### src/rtl/gpio_irq_detect.sv
module gpio_irq_detect #(
  parameter int AW = 8,
  parameter logic [AW-1:0] OFS_EN   = 8'h10,
  parameter logic [AW-1:0] OFS_MSK  = 8'h18,
  parameter logic [AW-1:0] OFS_TYP  = 8'h20,
  parameter logic [AW-1:0] OFS_POL  = 8'h28,
  parameter logic [AW-1:0] OFS_DUAL = 8'h30,
  parameter logic [AW-1:0] OFS_STAT = 8'h50,
  parameter logic [AW-1:0] OFS_RAW  = 8'h58,
  parameter logic [AW-1:0] OFS_ACK  = 8'h60
) (
  input  logic          clk,
  input  logic          rst_n,
  input  logic [31:0]   pin_i,
  input  logic          wr_en,
  input  logic [AW-1:0] wr_addr,
  input  logic [31:0]   wr_data,
  input  logic [AW-1:0] rd_addr,
  output logic [15:0]   rd_data,
  output logic          irq_o
);
  localparam int NPIN = 32;
  localparam int HW = NPIN / 2;
  localparam logic [AW-1:0] HI = AW'(4);

  logic [NPIN-1:0] en_q, msk_q, typ_q, pol_q, dual_q, edge_q, pin_q;
  logic [NPIN-1:0] rise, fall, edge_hit, edge_set, ack_clr, lvl_raw, raw, stat;

  function automatic logic [NPIN-1:0] upd(input logic [NPIN-1:0] old, input logic [AW-1:0] base,
                                          input logic we, input logic [AW-1:0] a, input logic [31:0] d);
    upd = old;
    if (we && a == base)      upd[HW-1:0]    = (old[HW-1:0]    & ~d[31:16]) | (d[15:0] & d[31:16]);
    if (we && a == base + HI) upd[NPIN-1:HW] = (old[NPIN-1:HW] & ~d[31:16]) | (d[15:0] & d[31:16]);
  endfunction

  function automatic logic [15:0] pick(input logic [NPIN-1:0] v, input logic [AW-1:0] base,
                                       input logic [AW-1:0] a);
    pick = (a == base) ? v[HW-1:0] : (a == base + HI) ? v[NPIN-1:HW] : 16'h0;
  endfunction

  assign ack_clr = {(wr_en && wr_addr == OFS_ACK + HI) ? wr_data[31:16] & wr_data[15:0] : 16'h0,
                    (wr_en && wr_addr == OFS_ACK)      ? wr_data[31:16] & wr_data[15:0] : 16'h0};

  assign rise     = pin_i & ~pin_q;
  assign fall     = ~pin_i & pin_q;
  assign edge_hit = (dual_q & (rise | fall)) | (~dual_q & ((pol_q & rise) | (~pol_q & fall)));
  assign edge_set = edge_hit & typ_q & en_q;
  assign lvl_raw  = ~typ_q & en_q & ~(pin_i ^ pol_q);
  assign raw      = (typ_q & edge_q) | lvl_raw;
  assign stat     = raw & en_q & ~msk_q;
  assign irq_o    = |stat;

  always_ff @(posedge clk or negedge rst_n) begin
    if (!rst_n) begin
      en_q <= '0; msk_q <= '0; typ_q <= '0; pol_q <= '0; dual_q <= '0;
      edge_q <= '0; pin_q <= '0;
    end else begin
      en_q   <= upd(en_q,   OFS_EN,   wr_en, wr_addr, wr_data);
      msk_q  <= upd(msk_q,  OFS_MSK,  wr_en, wr_addr, wr_data);
      typ_q  <= upd(typ_q,  OFS_TYP,  wr_en, wr_addr, wr_data);
      pol_q  <= upd(pol_q,  OFS_POL,  wr_en, wr_addr, wr_data);
      dual_q <= upd(dual_q, OFS_DUAL, wr_en, wr_addr, wr_data);
      edge_q <= (edge_q & ~ack_clr) | edge_set;
      pin_q  <= pin_i;
    end
  end

  assign rd_data = pick(en_q, OFS_EN, rd_addr) | pick(msk_q, OFS_MSK, rd_addr)
                 | pick(typ_q, OFS_TYP, rd_addr) | pick(pol_q, OFS_POL, rd_addr)
                 | pick(dual_q, OFS_DUAL, rd_addr) | pick(stat, OFS_STAT, rd_addr)
                 | pick(raw, OFS_RAW, rd_addr);

  a_r4_disabled_stays_clear: assert property (@(posedge clk) disable iff (!rst_n)
    (en_q == '0 && edge_q == '0) |=> edge_q == '0);
  a_r11_edge_beats_ack: assert property (@(posedge clk) disable iff (!rst_n)
    (edge_set != '0) |=> ((edge_q & $past(edge_set)) == $past(edge_set)));
  a_r10_ack_clears: assert property (@(posedge clk) disable iff (!rst_n)
    ((ack_clr & edge_q) != '0) |=> ((edge_q & $past(ack_clr & ~edge_set)) == '0));
  a_r8_full_mask_quiet: assert property (@(posedge clk) disable iff (!rst_n)
    (msk_q == '1) |-> !irq_o);
  a_r9_irq_needs_enable: assert property (@(posedge clk) disable iff (!rst_n)
    (en_q == '0) |-> !irq_o);
endmodule

### config.mk
export PLATFORM = sky130hd
export DESIGN_NAME = gpio_irq_detect
export DESIGN_NICKNAME = d
export VERILOG_FILES = /design/src/rtl/gpio_irq_detect.sv
export SDC_FILE = /design/constraint.sdc
export NUM_CORES = 1
export LEC_CHECK = 0
export ABC_CLOCK_PERIOD_IN_PS = 1600
export CAP_MARGIN = 0
export CORE_MARGIN = 2
export CORE_UTILIZATION = 55
export CTS_CLUSTER_DIAMETER = 120
export DETAILED_ROUTE_END_ITERATION = 6
export DONT_BUFFER_PORTS = 1
export HOLD_SLACK_MARGIN = 0.03
export PLACE_DENSITY = 0.71
export SLEW_MARGIN = 40
export SYNTH_ARGS = -nofsm -noshare
export SYNTH_HDL_FRONTEND = slang
export SYNTH_SLANG_ARGS = --single-unit
### constraint.sdc
create_clock -name clk -period 1.6 [get_ports clk]
set_input_delay 0.08 -clock clk [delete_from_list [all_inputs] [get_ports clk]]
set_output_delay 0.08 -clock clk [all_outputs]
set_load 0.03 [all_outputs]
==> results of run 1 <==
## worst max-delay path, cell delays in order, from the launching register on
cell and delay [ns]:
dfrtp_1 0.40, and4b_1 0.23, a21oi_2 0.13, nand4_1 0.27
nor4b_2 0.37, nand4_1 0.20, buf_6 0.20
## power by group through the flow
stage	Clock [uW]	Sequential [uW]	Combinational, uW
final	6080	5960	1320
after global routing	6360	5970	1430
after CTS	6110	5950	1250
after detailed placement	0	6050	927
after global placement	0	6040	896
after floorplan	0	6040	663
## kinds of logic after synthesis
| family | Yosys count |
|---|---|
| and+or+nand+nor | 415 |
| AOI/OAI and AO/OA | 294 |
| DFF | 224 |
| muxes | 173 |
| buffers and inverters | 141 |
| adders and majority gates | 64 |
| xor gates and xnor gates | 32 |
## layer usage
metal,vias up,track usage,share of wire
met4,0,0.152,0.048
met2,668,0.532,0.46
met5,-,0,0
met1,6129,0.452,0.39
li1,5493,-,-
met3,168,0.0909,0.10
## worst max path at each step
| stage | slack (ns) | end |
|---|---|---|
| after global placement | -0.61 | irq_o |
| after CTS | -0.77 | rd_data[5] |
| after floorplan | -0.03 | rd_data[4] |
| final | -0.81 | irq_o |
| after global routing | -0.86 | irq_o |
| after detailed placement | -0.61 | irq_o |
## area by class of cell
type,count,area [um^2],share of cell area
multi-input cells,978,7920,0.439
flip-flops and latches,224,5610,0.311
repair buffers,323,2950,0.164
clock buffers,37,803,0.0445
well taps,324,405,0.0225
inverters,71,267,0.0148
clock inverters,10,77.6,0.00430
## per-stage QoR
| step | power [uW] | TNS [ns] |
|---|---|---|
| 3_3_place_gp | 6930 | -1.50 |
| 2_1_floorplan | 6710 | -0.0380 |
| 6_report | 13400 | -9.62 |
| 3_5_place_dp | 6970 | -1.75 |
| 4_1_cts | 13300 | -9.34 |
| 5_1_grt | 13800 | -10.83 |
## what timing repair did
action / CTS / global route
gates resized for setup: 52 / 42
buffers inserted: 5 / 13
hold endpoints to repair: 448 / 224
pin swaps: 43 / 36
cloned: 0 / 0
setup endpoints to repair: 17 / 17
## cell usage in the layout, fill, tap and decap left out, types with 13 or more instances in the layout
cell,n
a211oi_1,34
a21oi_1,55
a22oi_1,46
a32o_1,33
and4b_1,14
buf_12,20
buf_4,207
buf_6,15
clkbuf_16,28
dfrtp_1,223
dlygate4sd3_1,80
ha_1,64
inv_1,71
mux2_1,13
mux2_2,150
nand2_1,197
nand2b_1,16
nand3_1,35
nor2_1,19
nor2b_1,43
nor3b_1,14
o21ai_0,17
o22ai_1,15
xnor2_1,15
==> summary.md, run 1 <==
| Metric | Value |
|---|---|
| Status | finished, violations left |
| Failing checks | DRC, hold timing, setup timing |
| Vias in the first global route | about 13,000 |
| Synth Instances | 1,343 |
| DRC Markers | 1 |
| Total iterations of the first detailed-routing run | 7 |
| Clock sinks | 224 |
| TritonCTS buffer count | 26 |
| Filler cells | 1,632 |
| Average wire per standard cell | between 20 and 25 um |
| Hold-fix buffer count after cts | 80 |
| Post-detailed-placement cell area | approximately 16,000 um^2 |
| Top-count cell post-synth | dfrtp_1 |
| R2R depth | 3 |
| Share of cells above drive strength 1 | 0.328 |
| Area Growth Syn to Fin | 32.0% |
| GRT Util Overall | 0.342 |
| Static Leak | between 0.008 and 0.009 uW |
| Reg2Reg Setup Slack | 0.07 ns |
| Fmax | 415 MHz |
| Compound-Gate Fraction of Synth Area | 0.155 |
| Global-route wire length before repair | 69,300 um |
| Arrival @ worst endpoint | 2.33 ns |
| CTS Root Cell | clkbuf_16 |
| Ys flop type | dfrtp_1 |
| Main combinational cell family by area after synthesis | simple AND/OR/NAND/NOR gates |
| Clk slew on worst S/H paths | 0.06 ns |
| N_diodes | 0 |
| Syn_nets | 1,490 |
| Critical Path Source Type | flop |
| Area share of and/or/nand/nor cells after synthesis | 0.165 |
| Inst Count DP | 1,823 |
| Pwr/cell area | 741 nW/um^2 |
| Pre-CTS worst setup slack | -0.614 ns |
| Die Area | 26,100 um^2 |
| H-tree depth | 1 |
| Worst-case clock buffer depth | 3 |
| Core Area | 24,300 um^2 |
| Starting Density | 0.562 |
| Setup violators final | 17 |
| Setup WS post-layout | -0.812 ns |
| Unique masters post-synth | 78 |
| Final Hold Vio Count | 224 |
| Tcrit/Tclk final | 1.51 |
| Worst-Skew Late Latency | approximately 0.53 ns |
| Max Slew Vio Count | 0 |
| Tmin final | 2.41 ns |
| Seq/Total Area, Yosys | 0.410 |
| Synth Register Bits | 224 |
| Die X-Extent | ~160 um |
| Power share of the clock group | 0.455 |
| WP data required | 1.52 ns |
| Initial DRC count | ~1,400 |
| Final wirelength | 45,400 um |
| Post-DP HPWL | 28,200 um |
| Post-synth top area share | 0.410 |
| Vert. Die Dim | 162 um |
| Reg power frac | 0.446 |
| Slew @ Worst Pin | 0.528 ns |
| Max_cap viols | 0 |
| Max-slew headroom | 0.647 |
| Synth area leader | dfrtp_1 |
| Synth Area in XOR/XNOR | 0.0205 |
| Post-synth EDFFs | 0 |
| I/O pin count | 100 |
| Vias per cell | 6.33 |
| Final Core Density | 0.741 |
| Post-DRT Antenna Nets | 0 |
| CP Class | flop to output pin |
| Most area-consuming cells after synthesis | dfrtp_1 41%, mux2_2 13%, ha_1 5.9% |
| Internal power consumption | around 10,000 uW |
| Max VDD drop | 736 uV |
| RSZ-0062 raised after global routing | true |
| CTS tree | built |
| Switch Pwr | about 3200 uW |
| Syn avg cell area | just over 10 um^2 |
| YS warnings | 0 |
| Routability congestion estimate | roughly 0.91 |
| Port bufs | 0 |
| Crit path capture type | output pin |
| Logic pwr share | 0.099 |
| Post-Synthesis Cell Area | 13,700 um^2 |
| Worst Path Max Fanout | 5 |
| # rows | 57 |
| Largest net degree at the start of global routing | 225 |
| GRT Residual Overflow | 0 |
| Worst min path class | input pin to async pin |
| Adder-Cell Fraction of Synth Area | 0.0586 |
| Switching part of the total | 0.243 |
| Initial antenna violation count | 0 |
| Mux cell area share after synthesis | 0.146 |
| Asr flop ratio synth | 1.00 |
| Final nets | roughly 1,800 |
| Hold Slack | -0.753 ns |
| Via count | roughly 12,000 |
| Finished Layout Cells | 1,967 |
| Synth cell count leaders | 224 x dfrtp_1, 197 x nand2_1, 152 x mux2_2 |
| Clock skew | 0.00652 ns |
| Design Area, Final | 18,000 um^2 |
Note: power is estimated with default switching activity, not from simulation.
==> run 2, diff against run 1 <==
Settings changed: CORE_ASPECT_RATIO set to 0.7.
==> summary.md, run 2 (synthesized netlist as in run 1, its figures left out) <==
| Metric | Value |
|---|---|
| Arrival @ worst endpoint | 2.44 ns (+0.11 ns) |
| Average wire per standard cell | 23.2 um (+0.53%) |
| WP data required | 1.52 ns (about the same) |
| Hold-fix buffer count after cts | 79 (-1.3%) |
| Total iterations of the first detailed-routing run | 6 (-1) |
| Port bufs | 0 (unchanged) |
| Clock skew | 0.0130 ns (+0.00645 ns) |
| Vias in the first global route | 12,500 (-1.4%) |
| Tcrit/Tclk final | 1.57 (+0.0671) |
| Via count | 12,600 (+1.1%) |
| Post-DRT Antenna Nets | 0 (unchanged) |
| RSZ-0062 raised after global routing | true |
| H-tree depth | 1 (unchanged) |
| Setup WS post-layout | -0.920 ns (-0.107 ns) |
| Final wirelength | 45,800 um (+0.89%) |
| Reg2Reg Setup Slack | 0.06 ns (about the same) |
| Tmin final | 2.52 ns (+0.107 ns) |
| Final Hold Vio Count | 224 (unchanged) |
| Worst-Skew Late Latency | 0.53 ns (about the same) |
| Max_cap viols | 0 (unchanged) |
| GRT Residual Overflow | 0 (unchanged) |
| Initial antenna violation count | 1 (+1) |
| Vias per cell | 6.38 (+0.69%) |
| Fmax | 397 MHz (-4.3%) |
| CTS Root Cell | clkbuf_16 |
| Clock sinks | 224 (unchanged) |
| Hold Slack | -0.754 ns (-0.00166 ns) |
| Critical Path Source Type | flop |
| Slew @ Worst Pin | 0.887 ns (+0.359 ns) |
| Failing checks | hold timing, setup timing |
| Initial DRC count | 1,287 (-11%) |
| Commonest non-fill, non-tap cell in the layout | dfrtp_1 |
| Routability congestion estimate | 0.890 (-2.0%) |
| Max Slew Vio Count | 0 (unchanged) |
| Global-route wire length before repair | 70,700 um (+1.9%) |
| Core Area | 24,500 um^2 (+0.76%) |
| Crit path capture type | output pin |
| Max-slew headroom | 0.409 (-0.238) |
| Final nets | 1,783 (+0.68%) |
| CP Class | flop to output pin |
| Post-detailed-placement cell area | 16,000 um^2 (+1.5%) |
| CTS tree | built |
| DRC Markers | 0 (-1) |
| Design Area, Final | 18,000 um^2 (-0.25%) |
| Pre-CTS worst setup slack | -0.611 ns (+0.00327 ns) |
| Pwr/cell area | 701 nW/um^2 (-5.4%) |
| Commonest non-fill, non-tap cells in the layout | 224 x dfrtp_1, 213 x buf_4, 196 x nand2_1, 152 x mux2_2, 79 x dlygate4sd3_1 |
| Max VDD drop | 793 uV (+7.8%) |
| Worst Path Max Fanout | 4 (-1) |
| Area Growth Syn to Fin | 31.7% |
| Die X-Extent | 192 um (+19%) |
| Vert. Die Dim | 136 um (-16%) |
| Static Leak | 0.00828 uW (-0.23%) |
| Worst-case clock buffer depth | 3 (unchanged) |
| Share of cells above drive strength 1 | 0.323 (-0.00464) |
| Status | finished, violations left |
| Starting Density | 0.557 (-0.00422) |
| # rows | 48 (-16%) |
| Worst min path class | input pin to async pin |
| Die Area | 26,100 um^2 (about the same) |
| I/O pin count | 100 (unchanged) |
| Largest net degree at the start of global routing | 225 (unchanged) |
| GRT Util Overall | 0.355 (+0.0123) |
| Post-DP HPWL | 29,500 um (+4.5%) |
| Setup TNS | -9.99 ns (-0.363 ns) |
| Clk slew on worst S/H paths | 0.06 ns (about the same) |
| TritonCTS buffer count | 23 (-12%) |
| Setup violators final | 17 (unchanged) |
| R2R depth | 3 (unchanged) |
-- run 2: cell types whose count changed in the layout (fill, tap and decap cells not counted), moves of 3 or more --
cell and change:
buf_4 +6, clkinv_2 -6, xor2_1 +6, xor2_2 -6, buf_12 +5, buf_6 +4, clkbuf_1 +4, clkbuf_8 -4
a21oi_2 -3, clkbuf_16 -3
-- run 2: worst max path at each step --
stage	startpoint	end	slack, ns	cells past startpoint
2_1_floorplan	flop	rd_data[4]	-0.03	4
3_3_place_gp	flop	irq_o	-0.59	7
3_5_place_dp	flop	irq_o	-0.61	7
4_1_cts	flop	irq_o	-0.81	6
5_1_grt	flop	irq_o	-0.97	6
6_report	flop	irq_o	-0.92	6
-- run 2: metrics by stage --
stage	hold slack [ns]	instances	utilization	total power, uW
2_1_floorplan	-0.216	1343	-	6710
3_3_place_gp	-0.205	1846	0.653	6980
3_5_place_dp	-0.207	1846	0.653	7020
4_1_cts	-0.757	1969	0.728	12600
5_1_grt	-0.764	1973	0.734	13000
6_report	-0.754	1974	0.734	12600
-- run 2: layout make-up --
| cell class | instances | area (um^2) |
|---|---|---|
| diodes | 1 | 2.50 |
| clock buffers | 33 | 663 |
| clock inverters | 4 | 48.8 |
| fillers | 1740 | 6520 |
| inverters | 71 | 267 |
| multi-input cells | 978 | 7840 |
| flip-flops and latches | 224 | 5610 |
| well taps | 325 | 407 |
| repair buffers | 338 | 3150 |
-- run 2: repair_timing --
action	CTS	global route
setup buffers	11	4
pin swaps	45	15
hold endpoints to repair	448	224
gates resized for setup	63	24
endpoints found under the setup margin	17	19
-- run 2: layer usage --
metal	track usage	up-vias	share of wire
met5	0	-	0
met4	0.142	0	0.042
met3	0.0777	147	0.11
met2	0.541	730	0.44
met1	0.493	6195	0.41
li1	-	5517	-
-- run 2: power by group --
group          internal [uW]  switching (uW)
Combinational            676             670
Sequential              5820             134
Clock                   3020            2300
-- run 2: critical path, stage by stage (launching register included) --
cell and delay [ns]:
dfrtp_1 0.42, and4b_1 0.22, a21oi_1 0.18, nand4_1 0.29, nor4b_2 0.32, nand4_1 0.24, buf_6 0.22
==> run 3, diff against run 2 <==
Settings changed: MAX_ROUTING_LAYER set to met4.
==> summary.md, run 3 (synthesized netlist as in run 1, its figures left out) <==
| Metric | Value |
|---|---|
| Final nets | 1,783 (unchanged) |
| Filler cells | 1,739 (-0.057%) |
| Vias in the first global route | 12,500 (-0.072%) |
| Largest net degree at the start of global routing | 225 (unchanged) |
| Setup violators final | 17 (unchanged) |
| Pre-CTS worst setup slack | -0.611 ns (unchanged) |
| Clock skew | 0.0118 ns (-0.00122 ns) |
| Worst-case clock buffer depth | 3 (unchanged) |
| Tcrit/Tclk final | 1.57 (-0.00431) |
| Failing checks | hold timing, setup timing |
| Commonest non-fill, non-tap cell in the layout | dfrtp_1 |
| CTS tree | built |
| I/O pin count | 100 (unchanged) |
| Total iterations of the first detailed-routing run | 7 (+1) |
| GRT Residual Overflow | 0 (unchanged) |
| H-tree depth | 1 (unchanged) |
| Logic pwr share | 0.107 (about the same) |
| Sequential cell area | 5610 um^2 (unchanged) |
| Clk slew on worst S/H paths | 0.06 ns (about the same) |
| Arrival @ worst endpoint | 2.43 ns (about the same) |
| Max Slew Vio Count | 0 (unchanged) |
| Max stage delay on crit path | 0.40 ns (-0.02 ns) |
| Crit path capture type | output pin |
| Hold Slack | -0.753 ns (+0.00118 ns) |
| Post-DRT Antenna Nets | 0 (unchanged) |
| TritonCTS buffer count | 23 (unchanged) |
| Area of the multi-input gates | 7840 um^2 (about the same) |
| Starting Density | 0.557 (unchanged) |
| Max-slew headroom | 0.628 (+0.220) |
| Worst min path class | input pin to async pin |
| Clock sinks | 224 (unchanged) |
| Vias per cell | 6.35 (-0.47%) |
| Hold-fix buffer count after cts | 79 (unchanged) |
| Worst-Skew Late Latency | 0.53 ns (about the same) |
| Share of cells above drive strength 1 | 0.324 (+0.000607) |
| Switching part of the total | 0.246 (about the same) |
| Max VDD drop | 790 uV (-0.37%) |
| Power share of the clock group | 0.421 (about the same) |
| Worst Path Max Fanout | 3 (-1) |
| DRC Markers | 0 (unchanged) |
| Max_cap viols | 0 (unchanged) |
| Pwr/cell area | 701 nW/um^2 (about the same) |
| Internal power consumption | 9510 uW (about the same) |
| Buffers & Inverters on Critical Path | 1 (unchanged) |
| Average wire per standard cell | 23.2 um (about the same) |
| Area Growth Syn to Fin | 31.7% (about the same) |
| Tmin final | 2.51 ns (-0.00689 ns) |
| WP data required | 1.52 ns (about the same) |
| Top delay family on crit path | simple AND/OR/NAND/NOR gates |
| Setup TNS | -9.99 ns (-0.00467 ns) |
| Switch Pwr | 3100 uW (-0.11%) |
| Commonest non-fill, non-tap cells in the layout | 224 x dfrtp_1, 213 x buf_4, 196 x nand2_1, 152 x mux2_2, 79 x dlygate4sd3_1 |
| Port bufs | 0 (unchanged) |
| Vert. Die Dim | 136 um (unchanged) |
| Status | finished, violations left |
| Static Leak | 0.00828 uW (about the same) |
| CTS Root Cell | clkbuf_16 |
| RSZ-0062 raised after global routing | true |
| Via count | 12,500 (-0.37%) |
| Initial DRC count | 1,213 (-5.7%) |
| CP Class | flop to output pin |
| Routability congestion estimate | 0.905 (+1.7%) |
| Setup WS post-layout | -0.913 ns (+0.00689 ns) |
| Die Area | 26,100 um^2 (unchanged) |
| Reg power frac | 0.472 (about the same) |
| GRT Util Overall | 0.366 (+0.0112) |
| Fmax | 398 MHz (+0.27%) |
| Post-DP HPWL | 29,500 um (unchanged) |
| Critical Path Source Type | flop |
| Slowest CP cell | nor4b_2 |
| Final wirelength | 45,800 um (+0.20%) |
| # rows | 48 (unchanged) |
| Initial antenna violation count | 1 (unchanged) |
| Core Area | 24,500 um^2 (unchanged) |
| Die X-Extent | 192 um (unchanged) |
| Slew @ Worst Pin | 0.557 ns (-0.330 ns) |
| Global-route wire length before repair | 70,700 um (about the same) |
| Final Hold Vio Count | 224 (unchanged) |
| Worst path cell trace | and4b_1 > a21oi_2 > o2111ai_2 > nor4b_2 > nand4_1 > buf_6 |
==> run 3: cell types whose count changed in the layout (fill, tap and decap cells not counted), sizes merged <==
| cell | delta |
|---|---|
| diode | +2 |
==> run 3: metrics by stage <==
stage / util / power [uW] / cells / area [um^2]
6_report: 0.734 / 12600 / 1976 / 18000
5_1_grt: 0.734 / 13000 / 1974 / 18000
4_1_cts: 0.728 / 12600 / 1969 / 17800
3_5_place_dp: 0.653 / 7020 / 1846 / 16000
3_3_place_gp: 0.653 / 6980 / 1846 / 16000
2_1_floorplan: - / 6710 / 1343 / 13700
==> run 3: power groups by stage <==
stage | Clock [uW] | Sequential, uW | Combinational [uW]
floorplan | 0 | 6040 | 663
global placement | 0 | 6030 | 943
detailed placement | 0 | 6040 | 976
CTS | 5360 | 5940 | 1300
global route | 5570 | 5970 | 1450
finish | 5310 | 5950 | 1350
==> run 3: layout make-up <==
| type | count | share of cell area |
|---|---|---|
| Timing Repair Buffer | 338 | 0.175 |
| Clock buffer | 33 | 0.0369 |
| Inverter | 71 | 0.0148 |
| Sequential cell | 224 | 0.311 |
| Antenna cell | 3 | 0.000417 |
| Clock inverter | 4 | 0.00271 |
| Tap cell | 325 | 0.0226 |
| Multi-Input combinational cell | 978 | 0.436 |
==> run 3: worst paths after layout <==
| check | startpoint | to | slack [ns] | cells past startpoint |
|---|---|---|---|---|
| worst max-delay path | edge_q[10] | irq_o | -0.91 | 6 |
| worst min-delay path | rst_n | async pin | -0.75 | 0 |
| worst max register to register | flop | flop | 0.07 | 3 |
| worst min register to register | edge_q[28] | edge_q[28] | 0.49 | 1 |
| max in group asynchronous | rst_n | pin_q[20] | 1.99 | 0 |
| min in group clk | pin_i[2] | edge_q[2] | 0.05 | 4 |
==> run 3: per-layer routing <==
layer	up-vias	GRT usage	wire (um)
li1	5522	-	-
met1	6174	0.498	18900
met2	697	0.539	20300
met3	150	0.0746	4740
met4	0	0.145	1890
met5	-	-	0
==> run 3: what timing repair did <==
item / in CTS / in global routing
resized for setup: 63 / 25
pin swaps: 45 / 15
endpoints found under the setup margin: 17 / 19
setup buffers: 11 / 4
hold endpoints to repair: 448 / 224
